**config.mk**
```make
export PLATFORM = sky130hd
export DESIGN_NAME = fastlock_ctl
export DESIGN_NICKNAME = d
export VERILOG_FILES = /design/src/rtl/fl_pkg.sv /design/src/rtl/fl_regcap.sv /design/src/rtl/fl_timer.sv /design/src/rtl/fl_outmux.sv /design/src/rtl/fastlock_ctl.sv
export SDC_FILE = /design/constraint.sdc
export NUM_CORES = 1
export LEC_CHECK = 0
export BUFFER_PORTS_ARGS = -buffer_cell sky130_fd_sc_hd__buf_2
export CORE_MARGIN = 2
export CORE_UTILIZATION = 40
export DETAILED_ROUTE_END_ITERATION = 6
export PLACE_DENSITY = 0.64
export SETUP_SLACK_MARGIN = 0.1
export SLEW_MARGIN = 10
export SYNTH_ARGS = -nofsm -noshare
export SYNTH_HDL_FRONTEND = slang
export SYNTH_SLANG_ARGS = --single-unit
```
**constraint.sdc**
```tcl
create_clock -name clk -period 4.2 [get_ports clk]
set_input_delay 0.21 -clock clk [delete_from_list [all_inputs] [get_ports clk]]
set_output_delay 0.21 -clock clk [all_outputs]
set_load 0.02 [all_outputs]
```
**src/rtl/fl_pkg.sv**
```systemverilog
package fl_pkg;
  localparam int WORD_W   = 32;
  localparam int TIMER_LSB = 7;
  localparam int SEL_LSB  = 27;
  localparam int SEL_W    = 4;
  localparam logic [1:0]       MODE_SWR  = 2'b01;
  localparam logic [SEL_W-1:0] SEL_FLSW  = 4'b1100;
  localparam int REG_SEL_ADDR   = 0;
  localparam int REG_TIMER_ADDR = 4;

  function automatic logic [SEL_W-1:0] word_sel(input logic [WORD_W-1:0] w);
    return w[SEL_LSB +: SEL_W];
  endfunction
endpackage

```
**src/rtl/fl_regcap.sv**
```systemverilog
module fl_regcap
  import fl_pkg::*;
#(
  parameter int TIMER_W = 12,
  parameter int ADDR_W  = 3
) (
  input  logic               clk,
  input  logic               rst_n,
  input  logic               ld_en,
  input  logic [WORD_W-1:0]  ld_word,
  output logic               wr_timer,
  output logic [TIMER_W-1:0] load_val,
  output logic               sel_is_sw
);
  localparam int MODE_LSB = TIMER_LSB + TIMER_W;

  logic [ADDR_W-1:0]  addr;
  logic [1:0]         mode;
  logic [TIMER_W-1:0] tval;
  logic [SEL_W-1:0]   sel_q;
  logic               wr_sel;

  assign addr     = ld_word[ADDR_W-1:0];
  assign mode     = ld_word[MODE_LSB +: 2];
  assign tval     = ld_word[TIMER_LSB +: TIMER_W];
  assign wr_timer = ld_en && (addr == ADDR_W'(REG_TIMER_ADDR));
  assign wr_sel   = ld_en && (addr == ADDR_W'(REG_SEL_ADDR));
  assign load_val = (mode == MODE_SWR) ? tval : '0;

  always_ff @(posedge clk or negedge rst_n) begin
    if (!rst_n)      sel_q <= '0;
    else if (wr_sel) sel_q <= word_sel(ld_word);
  end

  assign sel_is_sw = (sel_q == SEL_FLSW);
endmodule

```
**src/rtl/fl_timer.sv**
```systemverilog
module fl_timer #(
  parameter int TIMER_W = 12
) (
  input  logic               clk,
  input  logic               rst_n,
  input  logic               load,
  input  logic [TIMER_W-1:0] load_val,
  output logic [TIMER_W-1:0] cnt_o,
  output logic               active,
  output logic               done
);
  localparam logic [TIMER_W-1:0] ONE = TIMER_W'(1);

  logic [TIMER_W-1:0] cnt_q;
  logic               done_q;

  always_ff @(posedge clk or negedge rst_n) begin
    if (!rst_n) begin
      cnt_q  <= '0;
      done_q <= 1'b0;
    end else begin
      done_q <= !load && (cnt_q == ONE);
      if (load)              cnt_q <= load_val;
      else if (cnt_q != '0)  cnt_q <= cnt_q - ONE;
    end
  end

  assign cnt_o  = cnt_q;
  assign active = (cnt_q != '0);
  assign done   = done_q;
endmodule

```
**src/rtl/fl_outmux.sv**
```systemverilog
module fl_outmux (
  input  logic active,
  input  logic sel_is_sw,
  output logic boost,
  output logic sw_close
);
  assign boost    = active;
  assign sw_close = active && sel_is_sw;
endmodule

```
**src/rtl/fastlock_ctl.sv**
```systemverilog
module fastlock_ctl #(
  parameter int TIMER_W = 12,
  parameter int ADDR_W  = 3
) (
  input  logic        clk,
  input  logic        rst_n,
  input  logic        ld_en,
  input  logic [31:0] ld_word,
  output logic        boost_o,
  output logic        sw_close_o,
  output logic        active_o,
  output logic        done_o
);
  logic               wr_timer_w;
  logic [TIMER_W-1:0] load_val_w;
  logic               sel_is_sw_w;
  logic [TIMER_W-1:0] cnt_w;
  logic               active_w;
  logic               done_w;

  fl_regcap #(.TIMER_W(TIMER_W), .ADDR_W(ADDR_W)) u_cap (
    .clk(clk), .rst_n(rst_n), .ld_en(ld_en), .ld_word(ld_word),
    .wr_timer(wr_timer_w), .load_val(load_val_w), .sel_is_sw(sel_is_sw_w)
  );

  fl_timer #(.TIMER_W(TIMER_W)) u_tmr (
    .clk(clk), .rst_n(rst_n), .load(wr_timer_w), .load_val(load_val_w),
    .cnt_o(cnt_w), .active(active_w), .done(done_w)
  );

  fl_outmux u_mux (
    .active(active_w), .sel_is_sw(sel_is_sw_w),
    .boost(boost_o), .sw_close(sw_close_o)
  );

  assign active_o = active_w;
  assign done_o   = done_w;
endmodule

```
==> results.tsv <==
metric	value	unit
critPathLaunchType	flop	
hold_class	input port to flop	
grt_use_total	19.0	%
cts_root_buffer	clkbuf_4	
dieWidth	55.1	um
crit_fanout	7	
setup_viol	0	
vias_per_cell	5.79	
io_buffers	27	
nFillCells	254	
cts_buffer_depth	2	
path_clk_slew	100	ps
drc	0	
drv_cap	0	
die_y	55.1	um
antenna_cells_inserted	0	
antenna_found_initial	0	
multiInputGateArea	576	um^2
pin_count	39	
drtIter0Drc	17	
p_leak	0.000557	uW
max_freq	483	MHz
required	3990	ps
drive_gt1_share	29.3	%
seq_area	425	um^2
syn_to_final_growth	17.6	%
hold_violations	0	
grt_max_degree	18	
final_area	1230	um^2
h-tree-depth	1	
ys_seq_area_share	40.7	%
end_kind	primary output	
cts_buffers	3	
clk_latency	300	ps
drt_first_pass_iters	4	
hold_slack	126	ps
grt_pass1_wl	4060	um
place_area	1190	um^2
power_density	550	nW/um^2
finalCriticalPeriod	2070	ps
cts_setup_buffers	0	
status	completed	
cts_sinks	17	
grt_pass1_vias	907	
gp_congestion	0.773	
final_util	49.6	%
ys_seq_elements	17	
rsz0062_at_grt	no	
worstMarginPinSlew	795	ps
wirelength	2360	um
grt.overflow.total	0	
syn_area	1040	um^2
synthDistinctLibCells	41	
core_area	2480	um^2
wire_per_inst	14.5	um
period_share	49.3	%
rows	18	
yosysWarnings	0	
relSlewSlack	46.2	%
syn-num-nets	144	
finalSetupTns	0	ps
slew_viol_final	0	
die_area	3040	um^2
synth_cells	106	
num_vias	944	
dp_hpwl	1790	um
irDropWorstVdd	0.000407	V
ant_nets	0	
nNetsFinal	172	
p_total	676	uW
syn_area_per_cell	9.86	um^2
arrival	1860	ps
cts_tree	built	
skew	5.18	ps
criticalPathCategory	flop to primary output	
initial_utilization	42.2	%
[repair_timing]
action	4_1_cts	5_1_grt
gates resized for setup	0	0
hold buffers	1	0
hold endpoints to repair	17	0
endpoints found under the setup margin	0	0
[layout by cell type, fill, tap and decap left out, types with 2 or more instances in the layout]
cell type	Yosys	layout
nand2_1	6	6
ha_1	3	3
clkbuf_4	0	3
mux2i_1	2	2
a22oi_1	2	2
or3_1	4	4
a32oi_1	2	2
and3_1	4	4
buf_2	2	27
o31ai_1	2	2
a21oi_1	6	6
nor4_1	5	5
nor3_1	2	2
mux2_2	4	4
nand4_1	3	3
a211oi_1	3	3
o211a_1	2	2
nor2_1	9	9
or4_1	2	2
inv_1	3	3
dfrtp_1	17	17
[routing by layer]
layer | wire, um | part of all wire [%] | GRT usage [%] | vias to the layer above
li1 | - | - | - | 465
met1 | 1120 | 48 | 24.0 | 448
met2 | 1080 | 46 | 30.0 | 24
met3 | 118 | 5.0 | 5.38 | 7
met4 | 43 | 1.8 | 8.94 | 0
met5 | 0 | 0 | 0 | -
[cell families (layout without fill, tap and decap cells)]
kind of cell               after synthesis  in the layout  synth area share (%)
AOI/OAI and AO/OA                       25             25                  17.2
xor gates and xnor gates                 2              2                  1.68
adders and majority gates                3              3                  3.59
buffers and inverters                    9             36                  4.19
DFF                                     17             17                  40.7
muxes                                    6              6                  6.23
and+or+nand+nor                         44             44                  26.3
[path summary, 6_finish.rpt]
| path | cells after the start | slack [ps] | from | endpoint |
|---|---|---|---|---|
| worst min-delay path | 3 | 130 | ld_word[11] | u_tmr.cnt_o[4] |
| worst min register to register | 1 | 520 | u_cap.sel_q[1] | u_cap.sel_q[1] |
| max in group asynchronous | 2 | 3580 | rst_n | u_tmr.cnt_o[4] |
| worst max-delay path | 4 | 2130 | u_tmr.cnt_o[8] | sw_close_o |
| min in group asynchronous | 2 | 350 | rst_n | u_tmr.cnt_o[7] |
| worst max register to register | 6 | 2140 | u_tmr.cnt_o[0] | u_tmr.cnt_o[8] |
[flip-flops by register name, indices dropped and copies added (netlist names)]
name / flops
u_cap.sel_q: 4
u_tmr.done: 1
u_tmr.cnt_o: 12
[layout make-up]
cell class	instances	area share (%)
flip-flops and latches	17	34.6
well taps	30	3.05
multi-input cells	80	46.8
clock buffers	4	2.14
repair buffers	29	12.4
inverters	3	0.916
[synthesized netlist by cell type (all sizes together)]
library cell	number	area, um^2
o31a	1	8.76
xor2	1	8.76
a21oi	6	30.0
dfrtp	17	425
mux2i	2	20.0
nor2	9	33.8
a22oi	2	15.0
o211a	2	20.0
inv	3	11.3
o41ai	1	8.76
nand2	6	22.5
o211ai	1	7.51
nand4	3	18.8
clkbuf	2	7.51
and4	1	8.76
nor4	7	65.1
mux2	4	45.0
or3	4	25.0
o21ai	2	10.0
nand4bb	1	11.3
a31o	1	8.76
buf	4	25.0
or4b	1	10.0
or2	1	6.26
or4	2	15.0
nor4bb	1	10.0
nor4b	1	8.76
and3	4	25.0
o31ai	2	15.0
o311ai	1	8.76
nor3	2	10.0
nand3	1	5.00
a211oi	3	22.5
a21o	1	7.51
xnor2	1	8.76
ha	3	37.5
a32oi	2	17.5
[stage by stage]
step	setup slack, ps	cells
6_report	2130	163
5_1_grt	1960	163
4_1_cts	2130	163
3_5_place_dp	2150	158
3_3_place_gp	2170	158
2_1_floorplan	2370	106
[critical path: stages (launching register included)]
cell and delay, ps:
dfrtp_1 480, nor4_2 480, and4_1 390, nor2_1 60, buf_2 160
[where the power goes]
| part | switching (uW) | internal [uW] | total (uW) | leakage, uW |
|---|---|---|---|---|
| combinational | 151 | 134 | 286 | 0.000329 |
| clock | 53.5 | 37.0 | 90.5 | 0.0000150 |
| sequential | 77.1 | 223 | 300 | 0.000213 |
| total | 282 | 394 | 676 | 0.000557 |
(Power assumes the default switching activity.)
